===== src/rtl/energy_pulse_pkg.sv =====
package energy_pulse_pkg;

  typedef enum logic {PH_F1 = 1'b0, PH_F2 = 1'b1} fphase_e;

  // Magnitude of a sign-extended sample
  function automatic logic [31:0] abs_mag(input logic signed [31:0] v);
    return v[31] ? 32'(-v) : 32'(v);
  endfunction

  // Crossing threshold for a frequency select code
  function automatic logic [31:0] cf_threshold(input int base, input logic [1:0] sel);
    return 32'(base) >> sel;
  endfunction

  // Number of CF pulses per step event
  function automatic logic [31:0] cf_ratio(input int lo, input int hi, input logic cal_hi);
    return cal_hi ? 32'(hi) : 32'(lo);
  endfunction

endpackage


===== src/rtl/epg_accum.sv =====
module epg_accum #(
  parameter int PWR_W     = 16,
  parameter int BASE_TH   = 1 << 18,
  parameter int CREEP_MIN = 256
) (
  input  logic                    clk,
  input  logic                    rst_n,
  input  logic                    pwr_valid,
  input  logic signed [PWR_W-1:0] pwr_sample,
  input  logic [1:0]              sel,
  output logic                    cross_fire
);
  import energy_pulse_pkg::*;

  localparam int ACC_W = $clog2(BASE_TH) + 2;

  logic [ACC_W-1:0] acc_q;
  logic [ACC_W-1:0] mag_w;
  logic [ACC_W-1:0] th_w;
  logic [ACC_W-1:0] sum_w;
  logic             above_creep;
  logic             accept;

  assign mag_w       = ACC_W'(abs_mag(32'(pwr_sample)));
  assign th_w        = ACC_W'(cf_threshold(BASE_TH, sel));
  assign above_creep = mag_w >= ACC_W'(CREEP_MIN);
  assign accept      = pwr_valid && above_creep;
  assign sum_w       = acc_q + mag_w;
  assign cross_fire  = accept && (sum_w >= th_w);

  always_ff @(posedge clk or negedge rst_n) begin
    if (!rst_n) begin
      acc_q <= '0;
    end else if (cross_fire) begin
      acc_q <= sum_w - th_w;
    end else if (accept) begin
      acc_q <= sum_w;
    end
  end


  creep_hold_chk: assert property (@(posedge clk) disable iff (!rst_n)
    (pwr_valid && !above_creep) |=> $stable(acc_q));


  acc_bound_chk: assert property (@(posedge clk) disable iff (!rst_n)
    32'(acc_q) < 32'(BASE_TH) + (32'd1 << (PWR_W - 1)));

endmodule


===== src/rtl/epg_pulse.sv =====
module epg_pulse #(
  parameter int PW = 4
) (
  input  logic clk,
  input  logic rst_n,
  input  logic fire,
  output logic taken,
  output logic busy,
  output logic pulse
);
  localparam int CNT_W = $clog2(PW + 1);

  logic [CNT_W-1:0] cnt_q;

  assign busy  = cnt_q != '0;
  assign pulse = busy;
  assign taken = fire && !busy;

  always_ff @(posedge clk or negedge rst_n) begin
    if (!rst_n) begin
      cnt_q <= '0;
    end else if (taken) begin
      cnt_q <= CNT_W'(PW);
    end else if (busy) begin
      cnt_q <= cnt_q - 1'b1;
    end
  end


  pulse_start_chk: assert property (@(posedge clk) disable iff (!rst_n)
    $rose(pulse) |-> $past(fire));


  busy_drop_chk: assert property (@(posedge clk) disable iff (!rst_n)
    (fire && busy) |=> (cnt_q == $past(cnt_q) - 1'b1));

endmodule


===== src/rtl/epg_ratio.sv =====
module epg_ratio #(
  parameter int RATIO_LO = 64,
  parameter int RATIO_HI = 16
) (
  input  logic clk,
  input  logic rst_n,
  input  logic cf_taken,
  input  logic cal_hi,
  output logic step_evt
);
  import energy_pulse_pkg::*;

  localparam int RMAX  = (RATIO_LO > RATIO_HI) ? RATIO_LO : RATIO_HI;
  localparam int DIV_W = $clog2(RMAX + 1);

  logic [DIV_W-1:0] div_q;
  logic [31:0]      next_cnt;

  assign next_cnt = 32'(div_q) + 32'd1;
  assign step_evt = cf_taken && (next_cnt >= cf_ratio(RATIO_LO, RATIO_HI, cal_hi));

  always_ff @(posedge clk or negedge rst_n) begin
    if (!rst_n) begin
      div_q <= '0;
    end else if (step_evt) begin
      div_q <= '0;
    end else if (cf_taken) begin
      div_q <= DIV_W'(next_cnt);
    end
  end


  step_needs_cf_chk: assert property (@(posedge clk) disable iff (!rst_n)
    step_evt |-> cf_taken);


  div_range_chk: assert property (@(posedge clk) disable iff (!rst_n)
    32'(div_q) < 32'(RMAX));

endmodule


===== src/rtl/energy_pulse_gen.sv =====
module energy_pulse_gen #(
  parameter int PWR_W     = 16,
  parameter int BASE_TH   = 1 << 18,
  parameter int CREEP_MIN = 256,
  parameter int CF_PW     = 4,
  parameter int F_PW      = 32,
  parameter int RATIO_LO  = 64,
  parameter int RATIO_HI  = 16
) (
  input  logic                    clk,
  input  logic                    rst_n,
  input  logic                    pwr_valid,
  input  logic signed [PWR_W-1:0] pwr_sample,
  input  logic [1:0]              sel,
  input  logic                    cal_hi,
  output logic                    f1,
  output logic                    f2,
  output logic                    cf,
  output logic                    revp
);
  import energy_pulse_pkg::*;

  localparam int NPH = 2;

  logic           cross_fire;
  logic           cf_taken;
  logic           cf_busy;
  logic           step_evt;
  logic           revp_q;
  fphase_e        ph_q;
  logic [NPH-1:0] f_fire;
  logic [NPH-1:0] f_taken;
  logic [NPH-1:0] f_busy;
  logic [NPH-1:0] f_pulse;
  logic           f_any_busy;

  epg_accum #(
    .PWR_W    (PWR_W),
    .BASE_TH  (BASE_TH),
    .CREEP_MIN(CREEP_MIN)
  ) u_accum (
    .clk       (clk),
    .rst_n     (rst_n),
    .pwr_valid (pwr_valid),
    .pwr_sample(pwr_sample),
    .sel       (sel),
    .cross_fire(cross_fire)
  );

  epg_pulse #(.PW(CF_PW)) u_cf_pulse (
    .clk  (clk),
    .rst_n(rst_n),
    .fire (cross_fire),
    .taken(cf_taken),
    .busy (cf_busy),
    .pulse(cf)
  );

  epg_ratio #(
    .RATIO_LO(RATIO_LO),
    .RATIO_HI(RATIO_HI)
  ) u_ratio (
    .clk     (clk),
    .rst_n   (rst_n),
    .cf_taken(cf_taken),
    .cal_hi  (cal_hi),
    .step_evt(step_evt)
  );

  assign f_any_busy = |f_busy;

  for (genvar i = 0; i < NPH; i++) begin : g_phase
    assign f_fire[i] = step_evt && !f_any_busy &&
                       (ph_q == ((i == 0) ? PH_F1 : PH_F2));
    epg_pulse #(.PW(F_PW)) u_f_pulse (
      .clk  (clk),
      .rst_n(rst_n),
      .fire (f_fire[i]),
      .taken(f_taken[i]),
      .busy (f_busy[i]),
      .pulse(f_pulse[i])
    );
  end

  always_ff @(posedge clk or negedge rst_n) begin
    if (!rst_n) begin
      ph_q <= PH_F1;
    end else if (|f_taken) begin
      ph_q <= (ph_q == PH_F1) ? PH_F2 : PH_F1;
    end
  end

  always_ff @(posedge clk or negedge rst_n) begin
    if (!rst_n) begin
      revp_q <= 1'b0;
    end else if (cf_taken) begin
      revp_q <= pwr_sample[PWR_W-1];
    end
  end

  assign f1   = f_pulse[0];
  assign f2   = f_pulse[1];
  assign revp = revp_q;


  f_phase_excl_chk: assert property (@(posedge clk) disable iff (!rst_n)
    !(f1 && f2));


  f_with_cf_chk: assert property (@(posedge clk) disable iff (!rst_n)
    ($rose(f1) || $rose(f2)) |-> $rose(cf));


  revp_at_cf_chk: assert property (@(posedge clk) disable iff (!rst_n)
    (revp != $past(revp)) |-> $rose(cf));


  reset_quiet_chk: assert property (@(posedge clk)
    !rst_n |=> (!cf && !f1 && !f2 && !revp));


  single_take_chk: assert property (@(posedge clk) disable iff (!rst_n)
    $onehot0(f_taken));

endmodule


===== config.mk =====
export PLATFORM = sky130hd
export DESIGN_NAME = energy_pulse_gen
export DESIGN_NICKNAME = d
export VERILOG_FILES = /design/src/rtl/energy_pulse_pkg.sv /design/src/rtl/epg_accum.sv /design/src/rtl/epg_pulse.sv /design/src/rtl/epg_ratio.sv /design/src/rtl/energy_pulse_gen.sv
export SDC_FILE = /design/constraint.sdc
export NUM_CORES = 1
export LEC_CHECK = 0
export ABC_AREA = 0
export BUFFER_PORTS_ARGS = -buffer_cell sky130_fd_sc_hd__buf_2
export CAP_MARGIN = 0
export CORE_UTILIZATION = 50
export CTS_CLUSTER_DIAMETER = 30
export DETAILED_ROUTE_END_ITERATION = 16
export PLACE_DENSITY = 0.68
export SLEW_MARGIN = 10
export SYNTH_ARGS = -nofsm -noshare
export SYNTH_HDL_FRONTEND = slang
export SYNTH_SLANG_ARGS = --single-unit

===== constraint.sdc =====
create_clock -name clk -period 12.42 [get_ports clk]
set_input_delay 0.621 -clock clk [delete_from_list [all_inputs] [get_ports clk]]
set_output_delay 0.621 -clock clk [all_outputs]
set_load 0.1 [all_outputs]

# Word level (Yosys, flattened, before mapping)
# Cells that the tools add are included.
[word_totals]
ff_bits = 44
inputBits = 22
out_inout_bits = 4
word_cells = 55
[classes]
addsub = 7
n_lt_le_gt_ge = 3
shift = 1
muxes = 13
n_bitwise = 1
n_reduce_logical = 23
[ops]
columns = ["op", "n"]
rows = [
  ["$mux 20", 3],
  ["$ge 32x32->1", 1],
  ["$mux 6", 4],
  ["$mux 7", 3],
  ["$add 20x20->20", 1],
  ["$ge 20x20->1", 1],
  ["$ge 20x9->1 const B", 1],
  ["$neg 16->20", 1],
  ["$shr 19x2->20 const A", 1],
  ["$sub 20x20->20", 1],
  ["$reduce_bool 6->1", 2],
  ["$sub 6x1->6 const B", 2],
  ["$reduce_bool 2->1", 5],
  ["$logic_and 1x1->1", 9],
  ["$add 7x1->8 const B", 1],
  ["$mux 3", 2],
  ["$logic_not 1->1", 4],
  ["$reduce_or 2->1", 2],
  ["$reduce_bool 3->1", 1],
  ["$sub 3x1->3 const B", 1],
  ["$mux 1", 1],
  ["$not 1->1", 1],
]

# Depth between registers and ports, before layout
[logic_depth]
ltp_word = 11
depth_mapped = 23
depth_no_buf = 22

# By module
# A second synthesis with hierarchy kept.
[hier_totals]
hier_cells = 429
hier_area_um2 = 3726.1
[by_module_without_submodules]
columns = ["module", "n_inst", "cells_per_inst", "area_per_inst_um2", "seq_area_each_um2"]
rows = [
  ["epg_accum", 1, 279, 2270.9, 500.5],
  ["epg_pulse at g_phase[0].u_f_pulse ...", 2, 34, 322.8, 150.1],
  ["epg_ratio", 1, 57, 511.7, 175.2],
  ["epg_pulse at u_cf_pulse", 1, 17, 191.4, 75.1],
  ["energy_pulse_gen", 1, 8, 106.4, 50.0],
]

# Worst setup path after synthesis
# Ideal clock, no wire load.
[synth_path]
kind = "input to register"
startpoint = "input pwr_sample[1]"
endpoint = "register g_phase[0].u_f_pulse.cnt_q[1]"
setup_ns = 0.120
t_arrival_ns = 5.276
required_time_ns = 12.300
slack_ns = 7.024
cell_stages = 21
path_buffers = 1
cell_sequence = "inv_1 -> ha_1 -> or4b_4 -> o41ai_1 -> xor2_1 -> inv_1 -> ha_1 -> and4_1 -> a21o_1 -> a311o_1 -> a2111oi_0 -> o21ai_0 -> nor2b_1 -> ha_1 -> o21a_1 -> o21ai_0 -> and3_1 -> mux2i_1 -> clkbuf_1 -> nand4_1 -> a31o_2"
[synth_via]
elab_chain_len = 11
elab_cells_between_ends = 14
classes_between = "2 x add/sub; 2 x order compare; 2 x mux; 8 x reduce/logical"
[synth_lines]
columns = ["element", "line", "text"]
rows = [
  ["start, declared", "energy_pulse_gen.sv:13", "input logic signed [PWR_W-1:0] pwr_sample,"],
  ["$neg 16->20", "energy_pulse_pkg.sv:7", "return v[31] ? 32'(-v) : 32'(v);"],
  ["$mux 20 *", "energy_pulse_pkg.sv:7", ""],
  ["$add 20x20->20 / $ge 20x9->1 (equally long branches)", "epg_accum.sv:28, epg_accum.sv:26", ""],
  ["$ge 20x20->1 / $logic_and 1x1->1 (equally long branches)", "epg_accum.sv:29, epg_accum.sv:27", ""],
  ["$logic_and 1x1->1 *", "epg_accum.sv:29", "assign cross_fire = accept && (sum_w >= th_w);"],
  ["$logic_and 1x1->1 *", "epg_pulse.sv:17", "assign taken = fire && !busy;"],
  ["$logic_and 1x1->1 *", "epg_ratio.sv:20", "assign step_evt = cf_taken && (next_cnt >= cf_ratio(RATIO_LO, RATIO_HI, cal_hi));"],
  ["$logic_and 1x1->1 * (2 in series)", "energy_pulse_gen.sv:73", "assign f_fire[i] = step_evt && !f_any_busy &&"],
  ["$logic_and 1x1->1 *", "epg_pulse.sv:17", ""],
  ["$mux 6 / $reduce_bool 2->1 (equally long branches)", "--", ""],
  ["end signal, assigned", "epg_pulse.sv:23", "cnt_q <= CNT_W'(PW);"],
  ["end signal, assigned", "epg_pulse.sv:25", "cnt_q <= cnt_q - 1'b1;"],
  ["end, declared", "epg_pulse.sv:13", "logic [CNT_W-1:0] cnt_q;"],
]
# Every way passes the cells marked *; elsewhere a longest branch is shown, timed or not.
# A chain may end at the register's enable or synchronous reset.

# Worst setup path in the final report
[layout_path]
startpoint = "input pwr_sample[0]"
endpoint = "register u_ratio.div_q[4]"
[layout_via]
elab_chain_len = 8
elab_cells_between_ends = 11
classes_between = "2 x add/sub; 2 x order compare; 2 x mux; 5 x reduce/logical"
[layout_lines]
columns = ["element", "line", "text"]
rows = [
  ["$neg 16->20", "energy_pulse_pkg.sv:7", ""],
  ["$mux 20 *", "energy_pulse_pkg.sv:7", ""],
  ["$add 20x20->20 / $ge 20x9->1 (equally long branches)", "epg_accum.sv:28, epg_accum.sv:26", ""],
  ["$ge 20x20->1 / $logic_and 1x1->1 (equally long branches)", "epg_accum.sv:29, epg_accum.sv:27", ""],
  ["$logic_and 1x1->1 *", "epg_accum.sv:29", ""],
  ["$logic_and 1x1->1 *", "epg_pulse.sv:17", ""],
  ["$logic_and 1x1->1", "epg_ratio.sv:20", ""],
  ["$mux 7 / $reduce_bool 2->1 (equally long branches)", "--", ""],
  ["end signal, assigned", "epg_ratio.sv:28", "div_q <= DIV_W'(next_cnt);"],
  ["end, declared", "epg_ratio.sv:16", "logic [DIV_W-1:0] div_q;"],
]
# Marked as above.

==> impl_metrics.csv <==
group,metric,value,unit
layout,diodes,0,
clocking,clk_latency,0.30,ns
setup_path,crit_path_max_fanout,11,
logic_synthesis,yosys.cell_types.count,56,
sta,finalCritPeriodShare,48.1,%
clocking,clockBufferDepth,2,
detailed_routing,dr.pass1.iters,4,
sta,hold_violations,0,
layout,synthToLayoutAreaGrowth,7.89,%
power,comb_power_share,64.8,%
power,pwr_density_cell,254,mW/mm^2
layout,seqCellArea,0.00110,mm^2
layout,multi_input_area,0.00236,mm^2
global_route,grt_use_met3,3.32,%
power,switchingPower,0.453,mW
die,core,0.00691,mm^2
layout,fillers,660,
global_route,grt-ovfl-total,0,
global_route,grt_first_pass_wirelength,12.4,mm
detailed_routing,drc,0,
setup_path,cp_num_buf_inv,3,
detailed_routing,routed_via_density,5.64,
logic_synthesis,ys_warn_count,0,
clocking,cts_tree,"done",
global_route,grt_usage,20.7,%
logic_synthesis,yosysTopAreaCellShare,30.3,%
sta,slew_headroom,30.7,%
placed_design,gp_congestion,0.825,
detailed_routing,drt_iter0_markers,138,
sta,rsz0062_at_grt,"false",
setup_path,end_kind,"flip-flop",
global_route,grt.met1_usage,27.8,%
setup_path,path_cells,"buf_2, inv_1, ha_1, or4b_4, o41ai_1, xor2_1, inv_1, ha_1, and4_1, a21o_1, a311o_1, a2111oi_0, o21ai_0, nor2b_1, ha_1, o21a_1, o21ai_0, and3_1, mux2i_1, and3_4, mux2_4",
setup_path,cp_num_cells,21,
setup_path,path_class,"in2reg",
status,outcome,"completed",
die,start_util,52.6,%
power,p_leak,1.74,nW
layout,finalNonFillerCells,529,
setup_path,crit_family,"compound AO/OA/AOI/OAI gates",
clocking,clockRootBuffer,"clkbuf_8",
detailed_routing,wl_per_cell,13.8,um
sta,finalCriticalPeriod,5.97,ns
global_route,antenna_found_initial,0,
die,die-height,87.2,um
detailed_routing,wirelength,7.30,mm
placed_design,dp_hpwl,5.60,mm
sta,finClkSkew,0.0118,ns
logic_synthesis,netlist_area,0.00363,mm^2
setup_path,arrival,6.16,ns
setup_path,required,12.61,ns
die,core.rowCount,30,
logic_synthesis,yosysSeqAreaShare,30.3,%
clocking,htreeDepth,2,
clocking,cts.sinks,44,
die,die_width,87.2,um
setup_path,slowest_stage,"mux2i_1",
global_route,busiest_layer,"met2",
global_route,grt_use_met2,34.6,%
sta,setup_viol_count_final,0,
layout,drive_gt1_share,13.6,%
placed_design,port_buffers,25,
detailed_routing,vias,2981,
power,swShare,45.6,%
global_route,first_global_vias,2836,
clocking,postCtsHoldBufs,0,
power,p_int,0.541,mW
logic_synthesis,synthTopCellsByArea,"dfrtp_1 (30%), ha_1 (11%), xnor2_1 (6.3%)",
placed_design,placed_cells,522,
min_path,holdCritPathClass,"in2async",
die,fp.dieArea,0.00760,mm^2
setup_path,max_stage_delay,0.62,ns
logic_synthesis,avgSynthCellArea,8.90,um^2
sta,tns,0,ns
clocking,cts.reportedPaths.clkPinSlew,0.09,ns
job,maxCapViolations,0,
sta,worstMarginPinSlew,1.04,ns
global_route,grt_max_degree,45,
logic_synthesis,synth.largest_area_cell,"dfrtp_1",
logic_synthesis,synth_ff_type,"dfrtp_1",
die,num_io_pins,26,
sta,report.final.slew_viol_count,0,
sta,max_freq,168,MHz
layout,nNetsFinal,488,
setup_path,crit_path_frequent_cell,"ha_1",
logic_synthesis,ys_ff_latch,44,
power,peakVddDrop,0.0962,mV
logic_synthesis,synth_edf_count,0,
clocking,ctsResizeCount,0,
power,power.clock.fraction,9.0,%
logic_synthesis,syn_inst,408,
clocking,cts_setup_buffers,0,
clocking,numCtsBuffers,5,
setup_path,rr_worst_depth,14,
detailed_routing,final_antenna_net_count,0,
logic_synthesis,async_reset_ff_share,100,%
power,seqPwrFrac,26.2,%
setup_path,startpoint_type,"input pin",
[routing by layer]
layer	wire length (um)	vias to the layer above
met1	3620	1402
li1	-	1533
met3	183	6
met5	0	-
met2	3430	40
met4	61	0
[power groups by stage]
stage / registers, mW / logic (mW) / clock network, mW
2_1_floorplan: 0.262 / 0.526 / 0
3_3_place_gp: 0.261 / 0.625 / 0
3_5_place_dp: 0.264 / 0.642 / 0
4_1_cts: 0.261 / 0.645 / 0.0925
5_1_grt: 0.270 / 0.724 / 0.0976
6_report: 0.261 / 0.644 / 0.0898
[worst register-to-register path, stage by stage (launching register included)]
cell	delay [ns]
dfrtp_1	0.39
ha_1	0.31
a211oi_1	0.35
o21ai_0	0.23
a311o_1	0.44
a2111oi_0	0.49
o21ai_0	0.19
nor2b_1	0.16
ha_1	0.30
o21a_1	0.16
o21ai_0	0.14
and3_1	0.23
mux2i_1	0.62
and3_4	0.38
mux2_4	0.31
[flip-flops by register name (all words and copies together) (netlist names)]
| name | cells |
|---|---|
| u_accum.acc_q | 20 |
| u_cf_pulse.cnt_q | 3 |
| u_ratio.div_q | 7 |
| g_phase.u_f_pulse.cnt_q | 12 |
| revp | 1 |
| ph_q | 1 |
[per-stage QoR]
step | setup slack [ns] | total power [mW] | cell area, um^2 | hold slack, ns | utilization [%]
after floorplan | 7.02 | 0.788 | 3640 | 0.325 | -
after detailed placement | 6.10 | 0.905 | 3830 | 0.504 | 55.5
after global routing | 6.12 | 1.09 | 3920 | 0.539 | 56.7
after CTS | 6.43 | 0.998 | 3920 | 0.525 | 56.7
final | 6.45 | 0.994 | 3920 | 0.499 | 56.7
after global placement | 6.32 | 0.886 | 3830 | 0.487 | 55.5
[area by class of cell]
| type | instances | area share [%] |
|---|---|---|
| clock inverter | 2 | 0.319 |
| multi-input combinational | 325 | 60.4 |
| clock buffer | 5 | 1.76 |
| tap | 96 | 3.07 |
| inverter | 31 | 2.97 |
| timing repair buffer | 26 | 3.39 |
| sequential | 44 | 28.1 |
[final timing paths]
check	from	end	slack, ns
setup / recovery	pwr_sample[0]	u_ratio.div_q[4]	6.45
hold / removal	rst_n	u_accum.acc_q[14]	0.50
setup reg to reg	u_accum.acc_q[1]	u_ratio.div_q[4]	7.62
hold reg to reg	u_accum.acc_q[0]	u_accum.acc_q[0]	0.52
max in group asynchronous	rst_n	g_phase[0].u_f_pulse.cnt_q[2]	11.28
min in group clk	u_accum.acc_q[0]	u_accum.acc_q[0]	0.52
[cells by family after synthesis]
group                      Yosys count  share of synthesized area, %
DFF                                 44                          30.3
buffers and inverters               41                          4.72
muxes                               28                          8.45
other                                1                         0.103
AOI/OAI and AO/OA                   97                          18.1
and+or+nand+nor                    134                          19.4
adders and majority gates           33                          11.6
xor gates and xnor gates            30                          7.24
[Yosys cell counts (7+ instances only)]
library cell / instances
or3_1: 9
ha_1: 32
o21ai_0: 19
nor3_1: 16
a21oi_1: 20
mux2i_1: 10
inv_1: 31
dfrtp_1: 44
nand4_1: 8
mux2_2: 17
nand2_1: 27
xnor2_1: 26
nand2b_1: 10
nand3_1: 8
a21o_1: 10
nor2b_1: 7
nor2_1: 25
[cells in the final DEF, fill, tap and decap left out, types with 4 or more instances in the layout]
cell	instances
a21oi_1	20
inv_1	31
nand4_1	8
o21a_1	5
xor2_1	4
nand2_1	27
a21o_1	10
nand2b_1	10
mux2i_1	10
or4_1	4
and3_1	4
buf_2	25
nor2b_1	7
a31oi_1	6
xnor2_1	26
nand3_1	8
o21ai_0	19
ha_1	32
dfrtp_1	44
nor2_1	25
clkbuf_8	5
mux2_2	17
nor4_1	4
or3_1	9
nor3_1	16
a211oi_1	4
o21bai_1	4
Power figures use the tool's default switching activity.
